## src/rtl/eep3w_pkg.sv

```systemverilog
package eep3w_pkg;
   typedef enum logic [2:0] {
      ST_IDLE, ST_OPC, ST_ADDR, ST_DATA, ST_READ, ST_DONE
   } eep_state_e;

   typedef enum logic [1:0] {
      OP_EXT = 2'b00, OP_WRITE = 2'b01, OP_READ = 2'b10, OP_ERASE = 2'b11
   } eep_op_e;

   typedef enum logic [1:0] {
      EX_LOCK = 2'b00, EX_FILL = 2'b01, EX_WIPE = 2'b10, EX_UNLOCK = 2'b11
   } eep_ext_e;
endpackage

```

## src/rtl/eep3w_pin_sync.sv

```systemverilog
module eep3w_pin_sync #(
   parameter int STAGES = 2
) (
   input  logic clk,
   input  logic rst_n,
   input  logic cs,
   input  logic sk,
   input  logic di,
   output logic cs_s,
   output logic di_s,
   output logic sk_rise,
   output logic cs_rise
);
   logic [2:0] pins_s;
   logic       sk_q, cs_q;

   generate
      if (STAGES == 0) begin : g_direct
         assign pins_s = {cs, sk, di};
      end else begin : g_chain
         logic [2:0] stg [STAGES];
         for (genvar g = 0; g < STAGES; g++) begin : g_stage
            if (g == 0) begin : g_first
               always_ff @(posedge clk or negedge rst_n)
                  if (!rst_n) stg[g] <= '0;
                  else        stg[g] <= {cs, sk, di};
            end else begin : g_next
               always_ff @(posedge clk or negedge rst_n)
                  if (!rst_n) stg[g] <= '0;
                  else        stg[g] <= stg[g-1];
            end
         end
         assign pins_s = stg[STAGES-1];
      end
   endgenerate

   always_ff @(posedge clk or negedge rst_n)
      if (!rst_n) begin
         sk_q <= 1'b0;
         cs_q <= 1'b0;
      end else begin
         sk_q <= pins_s[1];
         cs_q <= pins_s[2];
      end

   assign cs_s    = pins_s[2];
   assign di_s    = pins_s[0];
   assign sk_rise = pins_s[1] & ~sk_q;
   assign cs_rise = pins_s[2] & ~cs_q;
endmodule

```

## src/rtl/eep3w_prog_timer.sv

```systemverilog
module eep3w_prog_timer #(
   parameter int CYCLES = 1000
) (
   input  logic clk,
   input  logic rst_n,
   input  logic start,
   output logic busy
);
   localparam int CW = $clog2(CYCLES + 1);
   logic [CW-1:0] cnt;

   generate
      if (CYCLES < 1) begin : g_bad_cycles
         $error("CYCLES must be at least 1");
      end
   endgenerate

   always_ff @(posedge clk or negedge rst_n)
      if (!rst_n)          cnt <= '0;
      else if (start)      cnt <= CW'(CYCLES);
      else if (cnt != '0)  cnt <= cnt - 1'b1;

   assign busy = (cnt != '0);

   // a new programming strobe never lands inside a running cycle
   assert_start_idle_R9: assert property (@(posedge clk) disable iff (!rst_n)
      start |-> !busy);
endmodule

```

## src/rtl/eep3w_array.sv

```systemverilog
module eep3w_array #(
   parameter int NBYTES = 32,
   localparam int BIDX = $clog2(NBYTES),
   localparam int WIDX = BIDX - 1
) (
   input  logic            clk,
   input  logic            rst_n,
   input  logic            org,
   input  logic [BIDX-1:0] rd_idx,
   output logic [15:0]     rd_word,
   input  logic            wr_one,
   input  logic            wr_all,
   input  logic [BIDX-1:0] wr_idx,
   input  logic [15:0]     wr_data
);
   logic [7:0] mem [NBYTES];

   always_ff @(posedge clk or negedge rst_n)
      if (!rst_n) begin
         for (int b = 0; b < NBYTES; b++) mem[b] <= 8'hFF;
      end else if (wr_all) begin
         for (int b = 0; b < NBYTES; b++)
            mem[b] <= (b % 2 == 1) ? wr_data[15:8] : wr_data[7:0];
      end else if (wr_one) begin
         if (org) begin
            mem[{wr_idx[WIDX-1:0], 1'b1}] <= wr_data[15:8];
            mem[{wr_idx[WIDX-1:0], 1'b0}] <= wr_data[7:0];
         end else begin
            mem[wr_idx] <= wr_data[7:0];
         end
      end

   assign rd_word = org ? {mem[{rd_idx[WIDX-1:0], 1'b1}], mem[{rd_idx[WIDX-1:0], 1'b0}]}
                        : {mem[rd_idx], 8'h00};
endmodule

```

## src/rtl/eep3w_slave.sv

```systemverilog
module eep3w_slave
   import eep3w_pkg::*;
#(
   parameter int ADDR16_BITS = 10,
   parameter int NBYTES      = 32,
   parameter int PROG_CYCLES = 1000,
   parameter int SYNC_STAGES = 2
) (
   input  logic clk,
   input  logic rst_n,
   input  logic cs_i,
   input  logic sk_i,
   input  logic di_i,
   input  logic org_i,
   output logic do_o,
   output logic do_oe_o
);
   localparam int A8   = ADDR16_BITS + 1;
   localparam int BIDX = $clog2(NBYTES);
   localparam int WIDX = BIDX - 1;
   localparam int MAXL = (A8 > 16) ? A8 : 16;
   localparam int CW   = $clog2(MAXL + 1);

   generate
      if (NBYTES < 4 || (1 << BIDX) != NBYTES) begin : g_bad_depth
         $error("NBYTES must be a power of two, at least 4");
      end
      if (ADDR16_BITS < WIDX || ADDR16_BITS < 2) begin : g_bad_addr
         $error("ADDR16_BITS too small for the array");
      end
   endgenerate

   logic cs_s, di_s, sk_rise, cs_rise, busy;
   eep_state_e st;
   logic [1:0]      op_q;
   logic [CW-1:0]   bcnt, aw, wlen;
   logic [A8-1:0]   addr_sr, a_full;
   logic [15:0]     data_sr, d_full, rd_sh, rd_word, wr_data;
   logic [BIDX-1:0] ptr, ptr_inc, idx_dec, rd_idx, wr_idx;
   logic [1:0]      ext;
   logic wen_q, stat_on, out_bit;
   logic addr_end, data_end, wr_one, wr_all, prog_go;

   eep3w_pin_sync #(.STAGES(SYNC_STAGES)) u_sync (
      .clk(clk), .rst_n(rst_n), .cs(cs_i), .sk(sk_i), .di(di_i),
      .cs_s(cs_s), .di_s(di_s), .sk_rise(sk_rise), .cs_rise(cs_rise));

   eep3w_prog_timer #(.CYCLES(PROG_CYCLES)) u_timer (
      .clk(clk), .rst_n(rst_n), .start(prog_go), .busy(busy));

   eep3w_array #(.NBYTES(NBYTES)) u_array (
      .clk(clk), .rst_n(rst_n), .org(org_i), .rd_idx(rd_idx), .rd_word(rd_word),
      .wr_one(wr_one), .wr_all(wr_all), .wr_idx(wr_idx), .wr_data(wr_data));

   // field extraction from the bit arriving on this edge
   assign aw      = org_i ? CW'(ADDR16_BITS) : CW'(A8);
   assign wlen    = org_i ? CW'(16) : CW'(8);
   assign a_full  = {addr_sr[A8-2:0], di_s};
   assign d_full  = {data_sr[14:0], di_s};
   assign ext     = org_i ? a_full[ADDR16_BITS-1 -: 2] : a_full[A8-1 -: 2];
   assign idx_dec = org_i ? {1'b0, a_full[WIDX-1:0]} : a_full[BIDX-1:0];
   assign ptr_inc = org_i ? {1'b0, ptr[WIDX-1:0] + 1'b1} : ptr + 1'b1;
   assign rd_idx  = (st == ST_ADDR) ? idx_dec : ptr_inc;

   // programming strobes
   assign addr_end = cs_s && sk_rise && (st == ST_ADDR) && (bcnt == aw - 1'b1);
   assign data_end = cs_s && sk_rise && (st == ST_DATA) && (bcnt == wlen - 1'b1);
   assign wr_one   = wen_q && ((addr_end && op_q == OP_ERASE) ||
                               (data_end && op_q == OP_WRITE));
   assign wr_all   = wen_q && ((addr_end && op_q == OP_EXT && ext == EX_WIPE) ||
                               (data_end && op_q == OP_EXT));
   assign wr_idx   = addr_end ? idx_dec : ptr;
   assign wr_data  = !data_end ? 16'hFFFF
                   : (org_i ? d_full : {d_full[7:0], d_full[7:0]});
   assign prog_go  = wr_one | wr_all;

   always_ff @(posedge clk or negedge rst_n)
      if (!rst_n) begin
         st <= ST_IDLE; op_q <= '0; bcnt <= '0; addr_sr <= '0; data_sr <= '0;
         rd_sh <= '0; ptr <= '0; wen_q <= 1'b0; stat_on <= 1'b0; out_bit <= 1'b0;
      end else if (!cs_s) begin
         st      <= ST_IDLE;
         stat_on <= 1'b0;
      end else begin
         if (cs_rise && busy) stat_on <= 1'b1;
         if (sk_rise) begin
            case (st)
               ST_IDLE: if (di_s && !busy) begin
                  st <= ST_OPC; bcnt <= '0; stat_on <= 1'b0;
               end
               ST_OPC: begin
                  op_q <= {op_q[0], di_s};
                  if (bcnt == CW'(1)) begin st <= ST_ADDR; bcnt <= '0; end
                  else bcnt <= bcnt + 1'b1;
               end
               ST_ADDR: begin
                  addr_sr <= a_full;
                  if (addr_end) begin
                     bcnt <= '0;
                     ptr  <= idx_dec;
                     st   <= ST_DONE;
                     case (op_q)
                        OP_READ:  begin st <= ST_READ; rd_sh <= rd_word; out_bit <= 1'b0; end
                        OP_WRITE: st <= ST_DATA;
                        OP_ERASE: st <= ST_DONE;
                        default: case (ext)
                           EX_UNLOCK: wen_q <= 1'b1;
                           EX_LOCK:   wen_q <= 1'b0;
                           EX_FILL:   st <= ST_DATA;
                           default:   st <= ST_DONE;
                        endcase
                     endcase
                  end else bcnt <= bcnt + 1'b1;
               end
               ST_DATA: begin
                  data_sr <= d_full;
                  if (data_end) st <= ST_DONE;
                  else bcnt <= bcnt + 1'b1;
               end
               ST_READ: begin
                  out_bit <= rd_sh[15];
                  if (bcnt == wlen - 1'b1) begin
                     bcnt <= '0; ptr <= ptr_inc; rd_sh <= rd_word;
                  end else begin
                     rd_sh <= {rd_sh[14:0], 1'b0}; bcnt <= bcnt + 1'b1;
                  end
               end
               default: ;
            endcase
         end
      end

   assign do_o    = stat_on ? ~busy : out_bit;
   assign do_oe_o = cs_s && (stat_on || st == ST_READ);

   assert_oe_quiet_R11: assert property (@(posedge clk) disable iff (!rst_n)
      !cs_s |=> !do_oe_o);
   assert_dummy_zero_R3: assert property (@(posedge clk) disable iff (!rst_n)
      $rose(st == ST_READ) |-> (do_o == 1'b0));
   assert_status_armed_R10: assert property (@(posedge clk) disable iff (!rst_n)
      $rose(stat_on) |-> busy);
   assert_locked_prog_R5: assert property (@(posedge clk) disable iff (!rst_n)
      $rose(busy) |-> $past(wen_q));
endmodule

```

## config.mk

```make
export PLATFORM = sky130hd
export DESIGN_NAME = eep3w_slave
export DESIGN_NICKNAME = d
export VERILOG_FILES = /design/src/rtl/eep3w_pkg.sv /design/src/rtl/eep3w_pin_sync.sv /design/src/rtl/eep3w_prog_timer.sv /design/src/rtl/eep3w_array.sv /design/src/rtl/eep3w_slave.sv
export SDC_FILE = /design/constraint.sdc
export NUM_CORES = 1
export LEC_CHECK = 0
export BUFFER_PORTS_ARGS = -buffer_cell sky130_fd_sc_hd__buf_4
export CAP_MARGIN = 5
export CORE_MARGIN = 2
export CORE_UTILIZATION = 45
export CTS_BUF_LIST = sky130_fd_sc_hd__clkbuf_4 sky130_fd_sc_hd__clkbuf_8
export DETAILED_ROUTE_END_ITERATION = 6
export GPL_ROUTABILITY_DRIVEN = 0
export HOLD_SLACK_MARGIN = 0.03
export PLACE_DENSITY = 0.57
export SLEW_MARGIN = 20
export SYNTH_ARGS = -nofsm -noshare
export SYNTH_HDL_FRONTEND = slang
export SYNTH_SLANG_ARGS = --single-unit
export TNS_END_PERCENT = 1
```

## constraint.sdc

```tcl
create_clock -name clk -period 7.9 [get_ports clk]
set_clock_uncertainty 0.1 [all_clocks]
set_input_delay 0.395 -clock clk [delete_from_list [all_inputs] [get_ports clk]]
set_output_delay 0.395 -clock clk [all_outputs]
set_load 0.01 [all_outputs]
```

==> summary.json, run 1 <==
{
  "vias_in_the_first_global_route": {"value": 18789},
  "io_buffer_count": {"value": 7},
  "floorplan.rows": {"value": 80},
  "grt.busiest_layer": {"value": "met2"},
  "min_delay_worst_endpoint": {"value": "u_sync.pins_s[0]"},
  "end_of_flow_core_utilization": {"value": 0.498},
  "pre_cts_ws": {"value": 3420, "unit": "ps"},
  "drcViolationCount": {"value": 6},
  "worst_r2r_path_depth": {"value": 8},
  "clkSinkCount": {"value": 333},
  "finalNonFillerCells": {"value": 2887},
  "cts-resized-gates": {"value": 0},
  "drive_gt1_frac": {"value": 0.345},
  "syn_nets": {"value": 2298},
  "r2r_slack": {"value": 3310, "unit": "ps"},
  "p_leak": {"value": 9.18, "unit": "nW"},
  "final_max_slew_viol_count": {"value": 0},
  "cts.path.max_buffers": {"value": 3},
  "worst_setup_path_start_kind": {"value": "flip-flop"},
  "outcome": {"value": "complete, but fails checks"},
  "start_point_of_the_worst_hold_path": {"value": "u_sync.g_chain.stg[3]"},
  "ys.flop_type": {"value": "sky130_fd_sc_hd__dfstp_2"},
  "critPathArrivalTime": {"value": 4970, "unit": "ps"},
  "core_ar": {"value": 47800, "unit": "um2"},
  "timing.critical_path.from": {"value": "st[0]"},
  "synth.area.mux_share": {"value": 0.183},
  "maximum_clock_frequency": {"value": 218, "unit": "MHz"},
  "worst-path-max-fanout": {"value": 49},
  "post_synth_inst_count": {"value": 2284},
  "synth-seq-cells": {"value": 333},
  "leading_cell_type_in_the_layout_fill_and_taps_excluded": {"value": "sky130_fd_sc_hd__nand2_1"},
  "vias_per_cell": {"value": 6.85},
  "synth_edf_count": {"value": 0},
  "clockRootBuffer": {"value": "sky130_fd_sc_hd__clkbuf_8"},
  "post-route-worst-setup-slack": {"value": 3310, "unit": "ps"},
  "ys_seq_area_frac": {"value": 0.396},
  "drt_iter0_drc": {"value": 2850},
  "cts-buffers-inserted": {"value": 66},
  "grt_use_met1": {"value": 0.480},
  "criticalPathCategory": {"value": "flip-flop to flip-flop"},
  "min_period": {"value": 4590, "unit": "ps"},
  "initial_core_util": {"value": 0.457},
  "rsz_0062_raised_after_global_routing": {"value": "no"},
  "cp_required": {"value": 8290, "unit": "ps"},
  "max_slew.worst_pin.slew": {"value": 1230, "unit": "ps"},
  "cts_post_setup_buffers_inserted": {"value": 0},
  "cts_hold_buffers_added": {"value": 4},
  "die_h": {"value": 224, "unit": "um"},
  "dp_hpwl": {"value": 58000, "unit": "um"},
  "post_synth_fa_ha_maj_area_fraction": {"value": 0.00458},
  "synth-xor-area-share": {"value": 0.00481},
  "fin_hold_ws": {"value": 246, "unit": "ps"},
  "synth_compound_area_frac": {"value": 0.206},
  "yosysUniqueCellTypes": {"value": 94},
  "cts_tree": {"value": "built"},
  "main_combinational_cell_family_by_area_after_synthesis": {"value": "compound AO/OA/AOI/OAI gates"},
  "dpl.cell_count": {"value": 2768},
  "layout_common_cells": {"value": "434 x sky130_fd_sc_hd__nand2_1, 256 x sky130_fd_sc_hd__dfstp_2, 218 x sky130_fd_sc_hd__mux2_2, 113 x sky130_fd_sc_hd__o211ai_1, 96 x sky130_fd_sc_hd__nor2_1"},
  "clk_pin_slew": {"value": 60, "unit": "ps"},
  "r2r-end": {"value": "rd_sh[11]"},
  "synth.yosys.warnings": {"value": 0},
  "number_of_antenna_violations_at_the_first_check_in_global_routing": {"value": 5},
  "dieArea": {"value": 50400, "unit": "um2"},
  "vdd_ir_drop_max": {"value": 0.105, "unit": "mV"},
  "failed_checks": {"value": "design-rule violations"},
  "cts-htree-levels": {"value": 3},
  "dr.pass1.iters": {"value": 7},
  "use_met2": {"value": 0.489},
  "route.vias.total": {"value": 19783},
  "slew_headroom": {"value": 0.174},
  "average_size_of_a_mapped_cell": {"value": 9.57, "unit": "um2"},
  "grt_max_degree": {"value": 151},
  "end_kind": {"value": "flip-flop"},
  "r2r-start": {"value": "st[0]"},
  "synthTopCellsByArea": {"value": "sky130_fd_sc_hd__dfstp_2 31%, sky130_fd_sc_hd__mux2_2 11%, sky130_fd_sc_hd__dfrtp_1 8.8%"},
  "final_hold_viol_count": {"value": 0},
  "die_width": {"value": 224, "unit": "um"},
  "cells_on_worst_hold_path": {"value": 0},
  "finalSetupViolations": {"value": 0},
  "post_synth_and_or_nand_nor_area_fraction": {"value": 0.153},
  "drtAntennaViolNets": {"value": 0},
  "clkLatencyLatePin": {"value": 650, "unit": "ps"},
  "netlist.top_cell.by_area": {"value": "sky130_fd_sc_hd__dfstp_2"},
  "grt_met3_use": {"value": 0.0988},
  "grt_overflow_total": {"value": 0},
  "async_flop_share": {"value": 1.00},
  "grt_util_all_layers": {"value": 0.344},
  "cap_viol_max_count": {"value": 0},
  "design.final.nets": {"value": 2239},
  "io-pin-count": {"value": 8},
  "post_synth_instance_area": {"value": 21900, "unit": "um2"},
  "hold_path.class": {"value": "flip-flop to flip-flop"},
  "wl": {"value": 86400, "unit": "um"},
  "synth_top_area_share": {"value": 0.308},
  "grt_pass1_wl": {"value": 128000, "unit": "um"},
  "power_density": {"value": 153, "unit": "nW/um2"},
  "route.detailed.wl_per_inst": {"value": 29.9, "unit": "um"},
  "syn2layout_area_growth": {"value": 8.99, "unit": "%"},
  "final_min_period_over_clock_period": {"value": 0.581},
  "setup_tns": {"value": 0, "unit": "ps"}
}
-- sequential cells by signal, indices dropped and copies added (netlist names), 2 cells and up --
name / flops
u_sync.g_chain.stg: 3
rd_sh: 16
u_timer.cnt: 10
u_array.mem: 256
ptr: 5
bcnt: 5
data_sr: 15
st: 3
u_sync.pins_s: 3
addr_sr: 10
op_q: 2
-- power by group --
group          switching, mW  internal [mW]
clock network          0.800           1.01
registers            0.00683           1.72
logic                 0.0873         0.0220
-- cell type report --
class,instances,area [um2]
fill,4414,24000
multi-input combinational,1700,12200
sequential,333,8650
clock buffer,104,1270
tap,615,769
timing repair buffer,80,663
inverter,44,165
clock inverter,9,51.3
antenna,2,5.00
-- worst max path at each step --
stage	end	slack, ps
floorplan	u_array.mem[152]	4050
global placement	u_array.mem[5]	3450
detailed placement	u_array.mem[123]	3420
CTS	u_array.mem[125]	3580
global route	rd_sh[11]	3230
finish	rd_sh[11]	3310
-- synth_stat cells (56+ instances only) --
cell type,number
sky130_fd_sc_hd__mux2i_1,77
sky130_fd_sc_hd__nand2_1,434
sky130_fd_sc_hd__buf_2,61
sky130_fd_sc_hd__dfrtp_1,77
sky130_fd_sc_hd__nand3_1,71
sky130_fd_sc_hd__nor2_1,96
sky130_fd_sc_hd__mux2_2,218
sky130_fd_sc_hd__o211ai_1,113
sky130_fd_sc_hd__dfstp_2,256
sky130_fd_sc_hd__a211oi_1,56
sky130_fd_sc_hd__clkbuf_1,108
sky130_fd_sc_hd__a21oi_1,80
-- per-layer routing --
layer | share of wire | routed length, um
met1 | 0.41 | 35600
met2 | 0.41 | 35800
met4 | 0.048 | 4180
met3 | 0.12 | 10800
met5 | 0 | 0
-- critical path, cell delays in order, from the launching register on --
cell and delay [ps]:
sky130_fd_sc_hd__dfrtp_1 840, sky130_fd_sc_hd__or3b_2 250, sky130_fd_sc_hd__buf_4 470, sky130_fd_sc_hd__a21o_4 620, sky130_fd_sc_hd__buf_4 560, sky130_fd_sc_hd__mux2i_1 250, sky130_fd_sc_hd__a211oi_1 90, sky130_fd_sc_hd__o41ai_1 970
sky130_fd_sc_hd__a31oi_1 190
-- per-stage QoR --
| step | power (mW) | area [um2] |
|---|---|---|
| global placement | 1.86 | 22400 |
| finish | 3.65 | 23800 |
| global route | 3.77 | 23800 |
| floorplan | 1.80 | 21900 |
| detailed placement | 1.86 | 22500 |
| CTS | 3.68 | 23800 |
-- kinds of logic after synthesis --
family / count (synthesis)
simple gates: 750
compound gates: 593
mux: 337
flops: 333
buf+inv: 251
xor+xnor: 12
fa+ha+maj: 8
Power figures use the tool's default switching activity.
==> run 2: changes to the inputs <==
Clock period 7.9 ns to 4.6 ns, I/O delays scaled along.
==> summary.json, run 2 (synthesized netlist as in run 1, its figures left out) <==
{
  "critPathArrivalTime": {"value": 4560, "unit": "ps", "change": "-410 ps"},
  "final_hold_viol_count": {"value": 0, "change": "unchanged"},
  "seqPwrFrac": {"value": 0.446, "change": "-0.028"},
  "largest_register_ffs": {"value": 256, "change": "unchanged"},
  "cell_internal_pwr": {"value": 5.08, "unit": "mW", "change": "+84%"},
  "end_of_flow_core_utilization": {"value": 0.509, "change": "+0.0107"},
  "crit_path_top_delay_cell": {"value": "sky130_fd_sc_hd__a21oi_4"},
  "rsz_0062_raised_after_global_routing": {"value": "no"},
  "register_area": {"value": 8650, "unit": "um2", "change": "unchanged"},
  "max_slew.worst_pin.slew": {"value": 1190, "unit": "ps", "change": "-43.9 ps"},
  "timing.critical_path.from": {"value": "bcnt[0]"},
  "fin_hold_ws": {"value": 77.2, "unit": "ps", "change": "-169 ps"},
  "layout_common_cells": {"value": "434 x sky130_fd_sc_hd__nand2_1, 256 x sky130_fd_sc_hd__dfstp_2, 218 x sky130_fd_sc_hd__mux2_2, 113 x sky130_fd_sc_hd__o211ai_1, 102 x sky130_fd_sc_hd__buf_4"},
  "core_ar": {"value": 47800, "unit": "um2", "change": "unchanged"},
  "dieArea": {"value": 50400, "unit": "um2", "change": "unchanged"},
  "cts-htree-levels": {"value": 2, "change": "-1"},
  "cts_tree": {"value": "built"},
  "cp_required": {"value": 5120, "unit": "ps", "change": "-3170 ps"},
  "clkLatencyLatePin": {"value": 690, "unit": "ps", "change": "+40 ps"},
  "criticalPathCategory": {"value": "flip-flop to flip-flop"},
  "drcViolationCount": {"value": 1, "change": "-5"},
  "vias_per_cell": {"value": 6.82, "change": "-0.41%"},
  "die_h": {"value": 224, "unit": "um", "change": "unchanged"},
  "end_kind": {"value": "flip-flop"},
  "wl": {"value": 87000, "unit": "um", "change": "+0.70%"},
  "hold_path.class": {"value": "input pin to asynchronous set/reset pin"},
  "initial_core_util": {"value": 0.457, "change": "unchanged"},
  "setup_tns": {"value": 0, "unit": "ps", "change": "unchanged"},
  "clk_pin_slew": {"value": 60, "unit": "ps", "change": "about the same"},
  "min_period": {"value": 4040, "unit": "ps", "change": "-544 ps"},
  "outcome": {"value": "complete, but fails checks"},
  "power_density": {"value": 274, "unit": "nW/um2", "change": "+78%"},
  "final_max_slew_viol_count": {"value": 0, "change": "unchanged"},
  "p_leak": {"value": 9.46, "unit": "nW", "change": "+3.0%"},
  "series_of_cell_instances_along_the_critical_path": {"value": "ha_1 > nand2_1 > or3_1 > o32ai_4 > a21oi_4 > buf_4 > nand2_1 > o211ai_1 > mux2_2"},
  "cpMostUsedCell": {"value": "sky130_fd_sc_hd__nand2_1"},
  "cts-buffers-inserted": {"value": 61, "change": "-7.6%"},
  "io_buffer_count": {"value": 7, "change": "unchanged"},
  "vdd_ir_drop_max": {"value": 0.188, "unit": "mV", "change": "+80%"},
  "maximum_clock_frequency": {"value": 247, "unit": "MHz", "change": "+13%"},
  "cts-resized-gates": {"value": 0, "change": "unchanged"},
  "failed_checks": {"value": "design-rule violations"},
  "leading_cell_type_in_the_layout_fill_and_taps_excluded": {"value": "sky130_fd_sc_hd__nand2_1"},
  "cap_viol_max_count": {"value": 0, "change": "unchanged"},
  "total_area_of_multi_input_combinational_cells": {"value": 12200, "unit": "um2", "change": "-0.21%"},
  "dp_hpwl": {"value": 59700, "unit": "um", "change": "+3.1%"},
  "cp-endpoint": {"value": "u_array.mem[20]"},
  "drive_gt1_frac": {"value": 0.355, "change": "+0.00917"},
  "dr.pass1.iters": {"value": 7, "change": "unchanged"},
  "vias_in_the_first_global_route": {"value": 18606, "change": "-0.97%"},
  "slew_headroom": {"value": 0.206, "change": "+0.0317"},
  "drt_iter0_drc": {"value": 2985, "change": "+4.7%"},
  "nFillCells": {"value": 4440, "change": "+0.59%"},
  "r2r-end": {"value": "u_array.mem[20]"},
  "grt_util_all_layers": {"value": 0.344, "change": "+0.000662"},
  "grt_pass1_wl": {"value": 129000, "unit": "um", "change": "+0.69%"},
  "clockRootBuffer": {"value": "sky130_fd_sc_hd__clkbuf_8"},
  "io-pin-count": {"value": 8, "change": "unchanged"},
  "number_of_antenna_violations_at_the_first_check_in_global_routing": {"value": 4, "change": "-1"},
  "route.vias.total": {"value": 19969, "change": "+0.94%"},
  "combinationalPowerShare": {"value": 0.030, "change": "about the same"},
  "regMostFlops": {"value": "u_array.mem"},
  "r2r-start": {"value": "bcnt[0]"},
  "route.detailed.wl_per_inst": {"value": 29.7, "unit": "um", "change": "-0.64%"},
  "r2r_slack": {"value": 560, "unit": "ps", "change": "-2760 ps"},
  "worst_setup_path_start_kind": {"value": "flip-flop"},
  "swShare": {"value": 0.237, "change": "-0.00749"},
  "power_switching": {"value": 1.58, "unit": "mW", "change": "+77%"},
  "layout_top_registers": {"value": "u_array.mem: 256 flops, rd_sh: 16 flops, data_sr: 15 flops"},
  "cts.path.max_buffers": {"value": 3, "change": "unchanged"},
  "worst_r2r_path_depth": {"value": 9, "change": "+1"},
  "finalSetupViolations": {"value": 0, "change": "unchanged"},
  "die_width": {"value": 224, "unit": "um", "change": "unchanged"},
  "grt_overflow_total": {"value": 0, "change": "unchanged"},
  "grt_max_degree": {"value": 128, "change": "-15%"},
  "final_min_period_over_clock_period": {"value": 0.879, "change": "+0.298"},
  "design.final.nets": {"value": 2271, "change": "+1.4%"},
  "drtAntennaViolNets": {"value": 0, "change": "unchanged"},
  "worst-path-max-fanout": {"value": 23, "change": "-53%"},
  "clockPowerShare": {"value": 0.523, "change": "+0.027"},
  "clkSinkCount": {"value": 333, "change": "unchanged"},
  "syn2layout_area_growth": {"value": 11.3, "unit": "%"},
  "floorplan.rows": {"value": 80, "change": "unchanged"},
  "max_stage_delay": {"value": 720, "unit": "ps", "change": "-250 ps"}
}
[run 2: cell types whose count changed in the layout (fill, tap and decap cells not counted), moves of 2 or more]
cell                         change
sky130_fd_sc_hd__buf_4          +32
sky130_fd_sc_hd__clkbuf_4       -17
sky130_fd_sc_hd__bufinv_16       +7
sky130_fd_sc_hd__clkinv_2        +7
sky130_fd_sc_hd__buf_12          +6
sky130_fd_sc_hd__clkbuf_8        +5
sky130_fd_sc_hd__a211oi_2        +3
sky130_fd_sc_hd__o21ai_1         +3
sky130_fd_sc_hd__o21ai_2         -3
sky130_fd_sc_hd__a211oi_4        -2
sky130_fd_sc_hd__buf_6           -2
sky130_fd_sc_hd__clkinvlp_4      +2
[run 2: repair_timing]
| item | 4_1_cts | 5_1_grt |
|---|---|---|
| endpoints found under the hold margin | 93 | 0 |
| buffers inserted | 0 | 0 |
| hold buffers | 5 | 0 |
| setup endpoints to repair | 0 | 0 |
[run 2: how the worst min path moves through the flow]
stage | start | slack (ps) | cells past startpoint | end
6_report | rst_n | 80 | 2 | u_timer.cnt[4]
5_1_grt | sk_i | 90 | 2 | u_sync.g_chain.stg[4]
4_1_cts | sk_i | 60 | 2 | u_sync.g_chain.stg[4]
3_5_place_dp | rst_n | 220 | 1 | u_timer.cnt[8]
3_3_place_gp | rst_n | 210 | 1 | u_timer.cnt[9]
2_1_floorplan | rst_n | -170 | 0 | addr_sr[0]
[run 2: layer usage]
layer | GRT usage | vias to the layer above | wire (um)
li1 | - | 8400 | -
met5 | 0 | - | 11
met3 | 0.0844 | 240 | 10700
met2 | 0.490 | 1335 | 36000
met4 | 0.133 | 2 | 3920
met1 | 0.502 | 9992 | 36400
[run 2: through the flow]
stage	instances	power [mW]	setup slack, ps	cell area [um2]
finish	2926	6.66	557	24300
global route	2926	6.86	396	24300
detailed placement	2804	3.21	699	22800
global placement	2804	3.21	769	22800
CTS	2925	6.72	676	24300
floorplan	2284	3.09	914	21900
[run 2: final cells by class]
cell class | instances | share of cell area
antenna | 1 | 0.000103
clock buffer | 92 | 0.0497
clock inverter | 24 | 0.0124
inverter | 44 | 0.00679
multi-input combinational | 1700 | 0.502
sequential | 333 | 0.356
tap | 615 | 0.0316
timing repair buffer | 117 | 0.0415
[run 2: critical path, delay by kind of cell, from the launching register on]
| kind | cells | cell delay [ps] |
|---|---|---|
| fa+ha+maj | 1 | 260 |
| flops | 1 | 460 |
| simple gates | 3 | 1170 |
| compound gates | 3 | 1470 |
| buf+inv | 1 | 280 |
| mux | 1 | 190 |
[run 2: power by group through the flow]
| stage | logic [mW] | clock network, mW | registers [mW] |
|---|---|---|---|
| after detailed placement | 0.196 | 0 | 3.01 |
| after floorplan | 0.0762 | 0 | 3.01 |
| after global routing | 0.217 | 3.67 | 2.97 |
| after global placement | 0.193 | 0 | 3.01 |
| after CTS | 0.199 | 3.55 | 2.97 |
| final | 0.201 | 3.49 | 2.97 |
